--- config.mk ---
export PLATFORM = sky130hd
export DESIGN_NAME = macro_param_dispatch
export DESIGN_NICKNAME = d
export VERILOG_FILES = /design/src/rtl/mpd_pkg.sv /design/src/rtl/mpd_decode.sv /design/src/rtl/mpd_fifo.sv /design/src/rtl/mpd_ctl.sv /design/src/rtl/macro_param_dispatch.sv
export SDC_FILE = /design/constraint.sdc
export NUM_CORES = 1
export LEC_CHECK = 0
export BUFFER_PORTS_ARGS = -buffer_cell sky130_fd_sc_hd__buf_4
export CAP_MARGIN = 20
export CORE_ASPECT_RATIO = 1.1
export CORE_MARGIN = 2
export CORE_UTILIZATION = 55
export DETAILED_ROUTE_END_ITERATION = 16
export HOLD_SLACK_MARGIN = 0.12
export PLACE_DENSITY = 0.76
export SYNTH_ARGS = -nofsm -noshare
export SYNTH_HDL_FRONTEND = slang
export SYNTH_SLANG_ARGS = --single-unit
--- constraint.sdc ---
create_clock -name clk -period 3.4 [get_ports clk]
set_input_delay 0.68 -clock clk [delete_from_list [all_inputs] [get_ports clk]]
set_output_delay 0.68 -clock clk [all_outputs]
set_load 0.005 [all_outputs]
--- src/rtl/mpd_pkg.sv ---
// Package: shared types for the macro parameter dispatcher.
// Assumes nothing beyond being compiled before the modules that import it.
package mpd_pkg;

    // Decoded meaning of one method write.
    typedef enum logic [1:0] {
        MK_NONE  = 2'd0,
        MK_START = 2'd1,
        MK_PUSH  = 2'd2
    } mkind_t;

endpackage

--- src/rtl/mpd_decode.sv ---
// Method decoder: classifies a method write as macro start, argument
// append or unrelated, and extracts the macro index.
// Assumes NUM_MACROS >= 2 and that the window fits inside the method space.
module mpd_decode
    import mpd_pkg::*;
#(
    parameter int MAW = 12,
    parameter logic [MAW-1:0] BASE_MTHD = 12'hE00,
    parameter int NUM_MACROS = 64,
    localparam int IW = $clog2(NUM_MACROS),
    localparam int SPAN = 2 * NUM_MACROS
) (
    input  logic           valid,
    input  logic [MAW-1:0] addr,
    output mkind_t         kind,
    output logic [IW-1:0]  idx
);

    logic [MAW-1:0] off;
    logic           hit;

    // Offset into the window, in-window test and kind selection.
    always_comb begin
        off  = addr - BASE_MTHD;
        hit  = valid && (addr >= BASE_MTHD) && (off < MAW'(SPAN));
        idx  = off[IW:1];
        if (!hit)
            kind = MK_NONE;
        else if (off[0])
            kind = MK_PUSH;
        else
            kind = MK_START;
    end

endmodule

--- src/rtl/mpd_fifo.sv ---
// Argument queue: circular buffer with a combinational head and a bulk
// discard that drops a given number of entries from the head in one cycle.
// Assumes DEPTH is a power of two, that the caller never writes when full
// unless it also reads, and that read and discard are never issued together.
module mpd_fifo #(
    parameter int DW = 32,
    parameter int DEPTH = 16,
    localparam int PW = $clog2(DEPTH),
    localparam int CW = $clog2(DEPTH + 1)
) (
    input  logic          clk,
    input  logic          rst_n,
    input  logic          wr,
    input  logic [DW-1:0] wdata,
    input  logic          rd,
    input  logic          drop,
    input  logic [CW-1:0] drop_n,
    output logic [DW-1:0] head,
    output logic [CW-1:0] count
);

    logic [DW-1:0] slot [DEPTH];
    logic [PW-1:0] rptr;
    logic [PW-1:0] wptr;
    logic [CW-1:0] gone;

    // Number of entries leaving the head this cycle.
    always_comb begin
        gone = drop ? drop_n : CW'(rd);
        head = slot[rptr];
    end

    // Pointer and occupancy update.
    always_ff @(posedge clk) begin
        if (!rst_n) begin
            rptr  <= '0;
            wptr  <= '0;
            count <= '0;
        end else begin
            rptr  <= rptr + PW'(gone);
            if (wr)
                wptr <= wptr + PW'(1);
            count <= count + CW'(wr) - gone;
        end
    end

    // Storage: one register per entry, written at the tail pointer.
    for (genvar g = 0; g < DEPTH; g++) begin : g_slot
        always_ff @(posedge clk) begin
            if (wr && wptr == PW'(g))
                slot[g] <= wdata;
        end
    end

endmodule

--- src/rtl/mpd_ctl.sv ---
// Launch and read control: holds one waiting start, tracks how many queued
// arguments belong to the macro before it, issues the start pulse when the
// executor is idle, answers argument reads and raises the sticky fault.
// Assumes the executor does not read arguments while it reports idle.
module mpd_ctl
    import mpd_pkg::*;
#(
    parameter int DW = 32,
    parameter int DEPTH = 16,
    parameter int IW = 6,
    localparam int CW = $clog2(DEPTH + 1)
) (
    input  logic          clk,
    input  logic          rst_n,
    input  mkind_t        kind,
    input  logic [IW-1:0] idx,
    input  logic [DW-1:0] data,
    input  logic          exec_idle,
    input  logic          feed_pending,
    input  logic          param_rd,
    input  logic [CW-1:0] count,
    output logic          q_wr,
    output logic          q_rd,
    output logic          q_drop,
    output logic [CW-1:0] q_drop_n,
    output logic          param_ack,
    output logic          param_underflow,
    output logic          macro_go,
    output logic [IW-1:0] macro_idx,
    output logic [DW-1:0] macro_arg0,
    output logic          fault
);

    logic          waiting;
    logic [IW-1:0] wait_idx;
    logic [DW-1:0] wait_arg;
    logic [CW-1:0] stale;
    logic          launch;
    logic [CW-1:0] avail;
    logic          full;
    logic          take_start;
    logic          collide;
    logic          overflow;

    // Decisions for this cycle: launch, read answer, queue write, faults.
    always_comb begin
        launch          = waiting && exec_idle;
        avail           = waiting ? stale : count;
        param_ack       = param_rd && !launch && (avail != '0);
        param_underflow = param_rd && !launch && (avail == '0)
                          && (waiting || !feed_pending);
        full            = (count == CW'(DEPTH));
        q_wr            = (kind == MK_PUSH) && (!full || param_ack);
        overflow        = (kind == MK_PUSH) && full && !param_ack;
        take_start      = (kind == MK_START) && (!waiting || launch);
        collide         = (kind == MK_START) && waiting && !launch;
        q_rd            = param_ack;
        q_drop          = launch;
        q_drop_n        = stale;
    end

    // Holding slot for one start request.
    always_ff @(posedge clk) begin
        if (!rst_n) begin
            waiting  <= 1'b0;
            wait_idx <= '0;
            wait_arg <= '0;
        end else if (take_start) begin
            waiting  <= 1'b1;
            wait_idx <= idx;
            wait_arg <= data;
        end else if (launch) begin
            waiting  <= 1'b0;
        end
    end

    // Count of queued arguments that precede the waiting start write.
    always_ff @(posedge clk) begin
        if (!rst_n)
            stale <= '0;
        else if (take_start)
            stale <= count - CW'(param_ack) - (launch ? stale : '0);
        else if (launch)
            stale <= '0;
        else if (waiting)
            stale <= stale - CW'(param_ack);
    end

    // Start pulse and the values handed to the executor.
    always_ff @(posedge clk) begin
        if (!rst_n) begin
            macro_go   <= 1'b0;
            macro_idx  <= '0;
            macro_arg0 <= '0;
        end else begin
            macro_go <= launch;
            if (launch) begin
                macro_idx  <= wait_idx;
                macro_arg0 <= wait_arg;
            end
        end
    end

    // Sticky fault on dropped append or dropped start.
    always_ff @(posedge clk) begin
        if (!rst_n)
            fault <= 1'b0;
        else if (overflow || collide)
            fault <= 1'b1;
    end

endmodule

--- src/rtl/macro_param_dispatch.sv ---
// Top: macro call parameter dispatcher. Decodes method writes in the macro
// window, queues appended arguments and launches macros with their first
// argument when the executor is idle.
// Assumes QDEPTH is a power of two and NUM_MACROS >= 2.
module macro_param_dispatch
    import mpd_pkg::*;
#(
    parameter int MAW = 12,
    parameter logic [MAW-1:0] BASE_MTHD = 12'hE00,
    parameter int NUM_MACROS = 64,
    parameter int DW = 32,
    parameter int QDEPTH = 16,
    localparam int IW = $clog2(NUM_MACROS),
    localparam int CW = $clog2(QDEPTH + 1)
) (
    input  logic           clk,
    input  logic           rst_n,
    input  logic           mthd_valid,
    input  logic [MAW-1:0] mthd_addr,
    input  logic [DW-1:0]  mthd_data,
    input  logic           exec_idle,
    input  logic           feed_pending,
    input  logic           param_rd,
    output logic           param_ack,
    output logic [DW-1:0]  param_data,
    output logic           param_underflow,
    output logic           macro_go,
    output logic [IW-1:0]  macro_idx,
    output logic [DW-1:0]  macro_arg0,
    output logic           fault
);

    mkind_t        kind;
    logic [IW-1:0] dec_idx;
    logic          q_wr;
    logic          q_rd;
    logic          q_drop;
    logic [CW-1:0] q_drop_n;
    logic [CW-1:0] q_count;

    mpd_decode #(
        .MAW        (MAW),
        .BASE_MTHD  (BASE_MTHD),
        .NUM_MACROS (NUM_MACROS)
    ) u_decode (
        .valid (mthd_valid),
        .addr  (mthd_addr),
        .kind  (kind),
        .idx   (dec_idx)
    );

    mpd_fifo #(
        .DW    (DW),
        .DEPTH (QDEPTH)
    ) u_fifo (
        .clk    (clk),
        .rst_n  (rst_n),
        .wr     (q_wr),
        .wdata  (mthd_data),
        .rd     (q_rd),
        .drop   (q_drop),
        .drop_n (q_drop_n),
        .head   (param_data),
        .count  (q_count)
    );

    mpd_ctl #(
        .DW    (DW),
        .DEPTH (QDEPTH),
        .IW    (IW)
    ) u_ctl (
        .clk             (clk),
        .rst_n           (rst_n),
        .kind            (kind),
        .idx             (dec_idx),
        .data            (mthd_data),
        .exec_idle       (exec_idle),
        .feed_pending    (feed_pending),
        .param_rd        (param_rd),
        .count           (q_count),
        .q_wr            (q_wr),
        .q_rd            (q_rd),
        .q_drop          (q_drop),
        .q_drop_n        (q_drop_n),
        .param_ack       (param_ack),
        .param_underflow (param_underflow),
        .macro_go        (macro_go),
        .macro_idx       (macro_idx),
        .macro_arg0      (macro_arg0),
        .fault           (fault)
    );

endmodule

Word-level counts from Yosys, hierarchy flattened

Memory sizes are Yosys's and may differ from the RTL's. A register that Yosys moved wholly into a read port is not among the register bits.
Cells that the tools add are included.

Add/subtract/negate cells: 8
Reduce and logical (&&, ||, !) cells: 58
Equal/unequal tests: 18
Multiplexer cells: 88
Magnitude comparators: 2

Operator list:

| cell                                                                           | count |
|---|---|
| 32-bit two-way mux                                                             | 15 |
| 32-bit OR reduction                                                            | 15 |
| 4-bit two-way mux                                                              | 16 |
| 1-bit two-way mux                                                              | 49 |
| 4-bit == test (second input constant)                                          | 8 |
| 5-bit two-way mux                                                              | 6 |
| 1-bit logical AND                                                              | 29 |
| 4-bit by 3-bit == test with 1-bit output (second input constant)               | 4 |
| 12-bit >= comparator (second input constant)                                   | 1 |
| 12-bit by 8-bit less-than comparator with 1-bit output (second input constant) | 1 |
| 12-bit subtractor (second input constant)                                      | 1 |
| 5-bit by 1-bit subtractor with 5-bit output                                    | 2 |
| 5-bit subtractor                                                               | 2 |
| 4-bit by 2-bit == test with 1-bit output (second input constant)               | 2 |
| 5-bit by 1-bit adder with 5-bit output                                         | 1 |
| 5-bit == test (second input constant)                                          | 1 |
| 1-bit logical NOT                                                              | 5 |
| 5-bit logical NOT                                                              | 1 |
| 5-bit nonzero test                                                             | 1 |
| 4-bit by 1-bit adder with 4-bit output (second input constant)                 | 1 |
| 4-bit adder                                                                    | 1 |
| 4-bit by 1-bit == test with 1-bit output (second input constant)               | 1 |
| 4-bit logical NOT                                                              | 1 |
| 1-bit logical OR                                                               | 4 |
| other kinds (5)                                                                | 6 |

Memories: 1
Output and inout bits: 74
Memory bits (writable): 512
Bits in registers: 97

Memory list:

| name        | depth | width | read ports | clocked after Yosys merged registers in | write ports | RTL line       | RTL |
|---|---|---|---|---|---|---|---|
| u_fifo.slot | 16    | 32    | 1          | 1                                       | 1           | mpd_fifo.sv:22 | `logic [DW-1:0] slot [DEPTH];` |

Longest topological paths before layout

Gate-level depths: netlist of run 1.

Depth after elaboration: 25
Depth in mapped cells: 16
Mapped depth without buffers: 14

Cells and area by module

Synthesis of run 1 repeated with hierarchy kept, for this count alone.

Cells, all modules: 1324
Area, all modules: 23451.2 sq um

Modules (own cells, without submodules):

| module     | area each (sq um) | instances | cells an instance |
|---|---|---|---|
| mpd_fifo   | 20004.2           | 1         | 884 |
| mpd_ctl    | 3330.7            | 1         | 425 |
| mpd_decode | 116.4             | 1         | 15 |

Least setup slack after synthesis of run 1

OpenSTA, ideal clock, no wires.

Path kind: input to register
Start point: input port mthd_addr[9]
End point: register u_fifo.count[4]
Arrival: 3.629 ns
Required time: 3.326 ns
Cell stages on the path: 16
Path slack: -0.303 ns
Path buffers: 2
Setup time: 0.074 ns
Cells stage by stage: ha_1 nand4b_1 or2_0 buf_2 a2111oi_4 buf_6 inv_1 ha_1 inv_1 ha_1 inv_1 fa_1 nor2b_1 o21ai_0 a21o_1 o21ai_0

Word-level cells in the longest chain between the ends: 8

RTL lines:

| element                                                                                            | RTL line                           | RTL |
|---|---|---|
| start, declared                                                                                    | macro_param_dispatch.sv:19         | `input logic [MAW-1:0] mthd_addr,` |
| 12-bit subtractor / 12-bit >= comparator (equally long branches)                                   | mpd_decode.sv:24, mpd_decode.sv:25 |  |
| 12-bit by 8-bit less-than comparator with 1-bit output / 1-bit logical AND (equally long branches) | mpd_decode.sv:25                   | `hit = valid && (addr >= BASE_MTHD) && (off < MAW'(SPAN));` |
| 1-bit logical AND *                                                                                | mpd_decode.sv:25                   |  |
| 2-bit two-way mux *                                                                                | mpd_decode.sv:27                   | `if (!hit)` |
| 2-bit == test *                                                                                    | mpd_ctl.sv:53                      | `q_wr = (kind == MK_PUSH) && (!full \|\| param_ack);` |
| 1-bit logical AND *                                                                                | mpd_ctl.sv:53                      |  |
| 5-bit by 1-bit adder with 5-bit output *                                                           | mpd_fifo.sv:43                     | `count <= count + CW'(wr) - gone;` |
| 5-bit subtractor *                                                                                 | mpd_fifo.sv:43                     |  |
| end signal, assigned                                                                               | mpd_fifo.sv:43                     |  |
| end, declared                                                                                      | mpd_fifo.sv:19                     | `output logic [CW-1:0] count` |

Mark *: on every way between the ends. The rest lies on a longest branch, timed or not.
A chain may end at the register's enable or synchronous reset.

==> results of run 1 <==
## what timing repair did
action / 4_1_cts / 5_1_grt
resized for setup: 0 / 0
hold buffers: 0 / 0
setup endpoints to repair: 29 / 0
buffers inserted: 5 / 0
## registers in the layout (all words and copies together), names as in the netlist
register          cells
u_ctl.fault           1
u_ctl.macro_go        1
u_ctl.macro_arg0     32
u_ctl.q_drop_n        5
u_fifo.rptr           4
u_ctl.macro_idx       6
u_fifo.slot         512
u_ctl.waiting         1
u_ctl.wait_idx        6
u_ctl.wait_arg       32
u_fifo.count          5
u_fifo.wptr           4
## metal layers
layer  wire, um  vias to the layer above
li1           -                     5386
met1      21060                     6567
met2      27130                      616
met3       4332                      111
met4       1525                        0
met5          0                        -
## logic make-up (layout without fill, tap and decap cells)
| kind of cell | after synthesis | in the layout | share of synthesized area, % |
|---|---|---|---|
| compound gates | 146 | 146 | 3.488 |
| simple gates | 203 | 203 | 4.091 |
| fa+ha+maj | 26 | 26 | 1.503 |
| buf+inv | 102 | 318 | 1.778 |
| xor+xnor | 10 | 10 | 0.4869 |
| mux | 164 | 164 | 15.41 |
| flops | 609 | 609 | 73.24 |
## per-stage QoR
step,std cells,worst slack [ps]
floorplan,1260,0.5251
global placement,1934,105.3
detailed placement,1934,68.51
CTS,2043,128.9
global route,2043,68.21
finish,2043,137.1
## placed cells by master (no fill, tap or decap), types with 3 or more instances in the layout
cell,Yosys,final
edfxtp_1,512,512
buf_4,0,161
mux4_2,160,160
dfxtp_1,97,93
nand2_1,88,87
a21oi_1,82,81
clkbuf_16,0,57
nand3_1,41,41
o21ai_0,39,37
buf_12,0,28
inv_1,24,21
ha_1,22,20
and3_2,0,16
nor2_1,14,14
clkbuf_1,53,11
clkinv_1,1,9
nor2b_1,8,8
clkinv_2,0,8
nor3_1,7,7
bufinv_16,0,7
and2_1,6,6
xor2_1,5,5
nand2b_1,5,5
o21ai_1,2,4
mux2i_1,4,4
a21o_1,4,4
nand4_1,4,4
nor4_1,5,4
inv_2,0,4
clkinvlp_4,0,4
clkbuf_8,0,4
a2111oi_0,3,3
xnor2_1,3,3
fa_1,4,3
## power by group through the flow
| stage | combinational (uW) | clock, uW | sequential (uW) |
|---|---|---|---|
| after floorplan | 2010 | 0 | 8300 |
| after global placement | 2870 | 0 | 8380 |
| after detailed placement | 2920 | 0 | 8380 |
| after CTS | 3080 | 6450 | 8160 |
| after global routing | 3260 | 6720 | 8160 |
| final | 3040 | 6380 | 8160 |
## worst max-delay path, stage by stage (launching register included)
cell and delay (ps):
dfxtp_4 370, buf_12 180, buf_12 200, mux4_2 540, mux4_2 530, buf_4 160
## how the worst min path moves through the flow
stage	slack [ps]	end	from	depth (start not counted)
4_1_cts	360	u_ctl.wait_idx[0]	mthd_addr[1]	3
5_1_grt	390	u_ctl.wait_idx[3]	mthd_addr[4]	3
2_1_floorplan	430	u_ctl.macro_arg0[0]	u_ctl.wait_arg[0]	2
3_5_place_dp	440	u_ctl.macro_arg0[28]	u_ctl.wait_arg[28]	2
6_report	380	u_ctl.wait_idx[5]	mthd_addr[6]	3
3_3_place_gp	430	u_ctl.macro_arg0[16]	u_ctl.wait_arg[16]	2
## cell type report
cell class | count | area [um2]
fill | 2722 | 14670
clock inverter | 32 | 345.3
sequential | 609 | 17330
clock buffer | 72 | 1523
tap | 567 | 709.4
timing repair buffer | 189 | 1769
inverter | 25 | 93.84
multi-input combinational | 549 | 5963
==> flow_metrics.env, run 1 <==
export IMPL_timing_rr_start="u_ctl.q_drop_n[2]"
export IMPL_yosysTopAreaCell="edfxtp_1"
export IMPL_cts_root_buf="clkbuf_16"
export IMPL_setup_viol=0
export IMPL_critPathLaunch="u_fifo.rptr[0]"
export IMPL_critPathMaxFanout=15
export IMPL_pwr_share_seq_pct=46.4
export IMPL_pwr_share_clk_pct=36.3
export IMPL_ys_seq_area_share_pct=73.24
export IMPL_first_pass_iters=5
export IMPL_fmax_mhz=306.5
export IMPL_place_area_um2=25810
export IMPL_reg2regPathDepth=13
export IMPL_p_comb_share_pct=17.3
export IMPL_tightest_slew_ps=755.7
export IMPL_rows=79
export IMPL_core_area_um2=42400
export IMPL_startpoint_type="register"
export IMPL_use_met3_pct=4.845
export IMPL_cts_clk_slew_worst_paths_ps=60
export IMPL_globalRouteTotalUtil_pct=24.67
export IMPL_cp_end_kind="output pin"
export IMPL_p_total_uw=17580
export IMPL_place_detailed_hpwl_um=31000
export IMPL_ff2ff_setup_slack_ps=290
export IMPL_drt_wl_total_um=54050
export IMPL_diodes=0
export IMPL_yosys_warnings=0
export IMPL_drt_vias_per_instance=6.207
export IMPL_first_iter_violations=1367
export IMPL_drive_gt1_share_pct=31.57
export IMPL_grt_pass1_vias=13290
export IMPL_ys_top_cells_by_area="edfxtp_1 65%, mux4_2 15%, dfxtp_1 8.2%"
export IMPL_postSynthNetCount=1336
export IMPL_gp_congestion=0.8095
export IMPL_r2r_end="u_fifo.count[4]"
export IMPL_die_height_um=221.5
export IMPL_use_met2_pct=40.49
export IMPL_die_w_um=201.7
export IMPL_cap_violations=0
export IMPL_htree_levels=2
export IMPL_layout_worst_path_cycle_share_pct=95.97
export IMPL_final_area_um2=27730
export IMPL_slew_headroom_pct=49.52
export IMPL_drc=0
export IMPL_cts_buffers=57
export IMPL_powerDensity_nw_per_um2=633.8
export IMPL_worstSkewPairLatency_ps=580
export IMPL_cts_buffer_depth=3
export IMPL_crit_end="param_data[2]"
export IMPL_synthTopCellsByCount="512 x edfxtp_1, 160 x mux4_2, 97 x dfxtp_1"
export IMPL_post_synth_cell_area_avg_um2=18.76
export IMPL_synth_edf_count=512
export IMPL_peakVddDrop_mv=0.4614
export IMPL_synth_top_area_share_pct=65.03
export IMPL_die_area_um2=44660
export IMPL_io_buffers=123
export IMPL_final_nets=1507
export IMPL_min_period_ps=3263
export IMPL_grt_max_degree=79
export IMPL_power_leakage_uw=0.008966
export IMPL_initial_core_util_pct=55.76
export IMPL_syn_inst=1260
export IMPL_antenna_found_initial=0
export IMPL_status="finished clean"
export IMPL_skew_ps=16.55
export IMPL_rsz0062_at_grt="false"
export IMPL_ios=124
export IMPL_async_flop_share_pct=0
export IMPL_slew_viol_final=0
export IMPL_synth_most_common_cell="edfxtp_1"
export IMPL_hp_class="input port to register"
export IMPL_wl_per_cell_um=26.46
export IMPL_grt_pass1_wl_um=82190
export IMPL_use_met1_pct=33.78
export IMPL_final_setup_tns_ps=0
export IMPL_ys_flop_type="edfxtp_1"
export IMPL_area_delta_synth_final_pct=17.29
export IMPL_grt_overflow=0
export IMPL_synthesis_area_um2=23640
export IMPL_cts_sinks=609
export IMPL_hold_violations=0
export IMPL_post_synth_num_cell_types=48
export IMPL_cp_required_ps=2720
export IMPL_tritoncts="built"
export IMPL_final_util_pct=65.39
export IMPL_synth_seq_cells=609
export IMPL_swShare_pct=23.22
export IMPL_vias=12680
export IMPL_path_class="register to output pin"
export IMPL_arrival_ps=2580
export IMPL_internal_power_uw=13490
export IMPL_power_switching_uw=4081
export IMPL_top_usage_layer="met2"
export IMPL_antenna_left=0
export IMPL_timing_hold_ws_ps=384.8
(Power assumes the default switching activity.)
==> run 2: changes to the inputs <==
ABC_AREA = 1   (was not set)
==> run 2 against run 1 <==
Compared with the run above: area after synthesis up 4.2%; first-iteration DRC count is 7.3% higher; synthesized cell count up 50%; clock skew decreased by 2.6 ps; count of clock-buffer cells in the layout fell by 4; critical endpoint is now param_data[21]; highest routed layer unchanged.
==> flow_metrics.env, run 2 <==
export IMPL_grt_pass1_wl_um=85500
export IMPL_syn_inst=1887
export IMPL_post_synth_num_cell_types=33
export IMPL_place_detailed_hpwl_um=32700
export IMPL_timing_rr_start="u_ctl.waiting"
export IMPL_status="finished clean"
export IMPL_drt_wl_total_um=55710
export IMPL_synth_edf_count=512
export IMPL_grt_overflow=0
export IMPL_cts_buffer_depth=3
export IMPL_timing_hold_ws_ps=408.5
export IMPL_hp_class="input port to register"
export IMPL_antenna_found_initial=1
export IMPL_grt_max_degree=104
export IMPL_cap_violations=0
export IMPL_rsz0062_at_grt="false"
export IMPL_tightest_slew_ps=742.7
export IMPL_final_cell_mix="512 x edfxtp_1, 220 x a21oi_1, 208 x inv_1"
export IMPL_ys_seq_area_share_pct=70.26
export IMPL_layout_setup_ws_ps=108.1
export IMPL_area_delta_synth_final_pct=13.85
export IMPL_synthesis_area_um2=24640
export IMPL_fmax_mhz=303.8
export IMPL_synth_top_area_share_pct=62.39
export IMPL_layout_worst_path_cycle_share_pct=96.82
export IMPL_yosysTopAreaCell="edfxtp_1"
export IMPL_slew_viol_final=0
export IMPL_cts_clk_slew_worst_paths_ps=70
export IMPL_ys_top_cells_by_area="edfxtp_1 62%, dfxtp_1 7.9%, mux2i_1 5.2%"
export IMPL_synth_most_common_cell="edfxtp_1"
export IMPL_regMostFlops="u_fifo.slot"
export IMPL_htree_levels=2
export IMPL_min_period_ps=3292
export IMPL_drc=0
export IMPL_startpoint_type="register"
export IMPL_min_from="mthd_addr[4]"
export IMPL_rows=81
export IMPL_postCtsHoldBufs=0
export IMPL_critPathLaunch="u_fifo.rptr[0]"
export IMPL_synthTopCellsByCount="512 x edfxtp_1, 220 x a21oi_1, 209 x inv_1"
export IMPL_drive_gt1_share_pct=13.87
export IMPL_powerDensity_nw_per_um2=632.7
export IMPL_cp_required_ps=2720
export IMPL_diodes=0
export IMPL_arrival_ps=2610
export IMPL_wl_per_cell_um=21.25
export IMPL_skew_ps=13.91
export IMPL_power_leakage_uw=0.009784
export IMPL_vias=15310
export IMPL_cp_end_kind="output pin"
export IMPL_cts_buffers=55
export IMPL_io_buffers=123
export IMPL_final_setup_tns_ps=0
export IMPL_final_util_pct=63.21
export IMPL_postSynthNetCount=1963
export IMPL_largest_register_ff_count=512
export IMPL_core_area_um2=44390
export IMPL_gp_congestion=0.8338
export IMPL_synth_seq_cells=609
export IMPL_worstSkewPairLatency_ps=580
export IMPL_cts_root_buf="clkbuf_16"
export IMPL_slew_headroom_pct=50.44
export IMPL_final_nets=2073
export IMPL_die_area_um2=46520
export IMPL_globalRouteTotalUtil_pct=24.04
export IMPL_top_regs="u_fifo.slot: 512 flops, u_ctl.macro_arg0: 32 flops, u_ctl.wait_arg: 32 flops"
export IMPL_ys_flop_type="edfxtp_1"
export IMPL_ios=124
export IMPL_cts_sinks=609
export IMPL_die_height_um=226.0
export IMPL_peakVddDrop_mv=0.4830
export IMPL_grt_pass1_vias=15150
export IMPL_hold_violations=0
export IMPL_tritoncts="built"
export IMPL_drt_vias_per_instance=5.840
export IMPL_critPathMaxFanout=95
export IMPL_async_flop_share_pct=0
export IMPL_post_synth_cell_area_avg_um2=13.06
export IMPL_setup_viol=0
export IMPL_final_common_cell="edfxtp_1"
export IMPL_place_ws_ps=148.1
export IMPL_first_pass_iters=6
export IMPL_yosys_warnings=0
export IMPL_p_total_uw=17750
export IMPL_die_w_um=205.8
export IMPL_initial_core_util_pct=55.52
export IMPL_first_iter_violations=1467
export IMPL_antenna_left=0
export IMPL_path_class="register to output pin"
-- run 2: changes by cell type after synthesis, sizes merged, moves of 7 or more --
cell    change
a21oi     +138
and3       -17
buf        +32
clkbuf      +8
inv       +190
mux2i     +124
mux4      -160
nor2       +39
nor2b       -8
nor3        -7
o211ai    +126
o21ai     +208
-- run 2: timing repair --
| item | CTS | global route |
|---|---|---|
| setup buffers | 0 | 1 |
| resized for setup | 0 | 1 |
| endpoints found under the setup margin | 0 | 2 |
-- run 2: per-layer routing --
metal  vias up  track usage, %  routed length [um]
met5         -               0                   0
met4         0           7.811                1727
met3       111           4.156                4916
met2       706           38.75               26510
met1      7422           33.46               22550
li1       7073               -                   -
-- run 2: logic make-up (layout without fill, tap and decap cells) --
logic type / count (synthesis) / in the layout / share of synthesized area, %
AO/OA/AOI/OAI: 599 / 599 / 13.48
XOR/XNOR: 5 / 5 / 0.1777
adder cells (fa/ha/maj): 26 / 26 / 1.442
buffers and inverters: 333 / 487 / 6.214
flip-flops: 609 / 609 / 70.26
multiplexers: 128 / 128 / 5.199
AND/OR/NAND/NOR: 187 / 187 / 3.224
-- run 2: layout make-up --
type,instances,area [um2]
repair buffers,170,1525
clock buffers,68,1455
fillers,3205,16330
clock inverters,33,292.8
flip-flops and latches,609,17330
well taps,581,726.9
inverters,216,813.3
multi-input cells,945,5917
-- run 2: worst paths after layout --
kind	to	cells after the start	slack, ps
worst max-delay path	param_data[21]	7	110
worst min-delay path	u_ctl.wait_idx[3]	3	410
worst max register to register	u_fifo.count[4]	13	660
worst min register to register	u_ctl.wait_arg[31]	2	450
-- run 2: power by group --
part / total, uW / internal [uW] / leakage [uW] / switching (uW)
Clock: 6000 / 3410 / 0.000859 / 2590
Combinational: 3540 / 1430 / 0.00354 / 2110
Sequential: 8210 / 8120 / 0.00538 / 97.9
Total: 17800 / 13000 / 0.00978 / 4800
-- run 2: through the flow --
stage / std cells / cell area [um2]
floorplan: 1887 / 24650
global placement: 2520 / 26290
detailed placement: 2520 / 26290
CTS: 2621 / 28040
global route: 2622 / 28060
finish: 2622 / 28060
-- run 2: worst max-delay path: stages (launching register included) --
cell and delay [ps]:
dfxtp_4 560, buf_12 420, a21oi_1 130, o21ai_0 130, o21ai_1 170, o211ai_1 300
nand2_1 130, buf_4 160
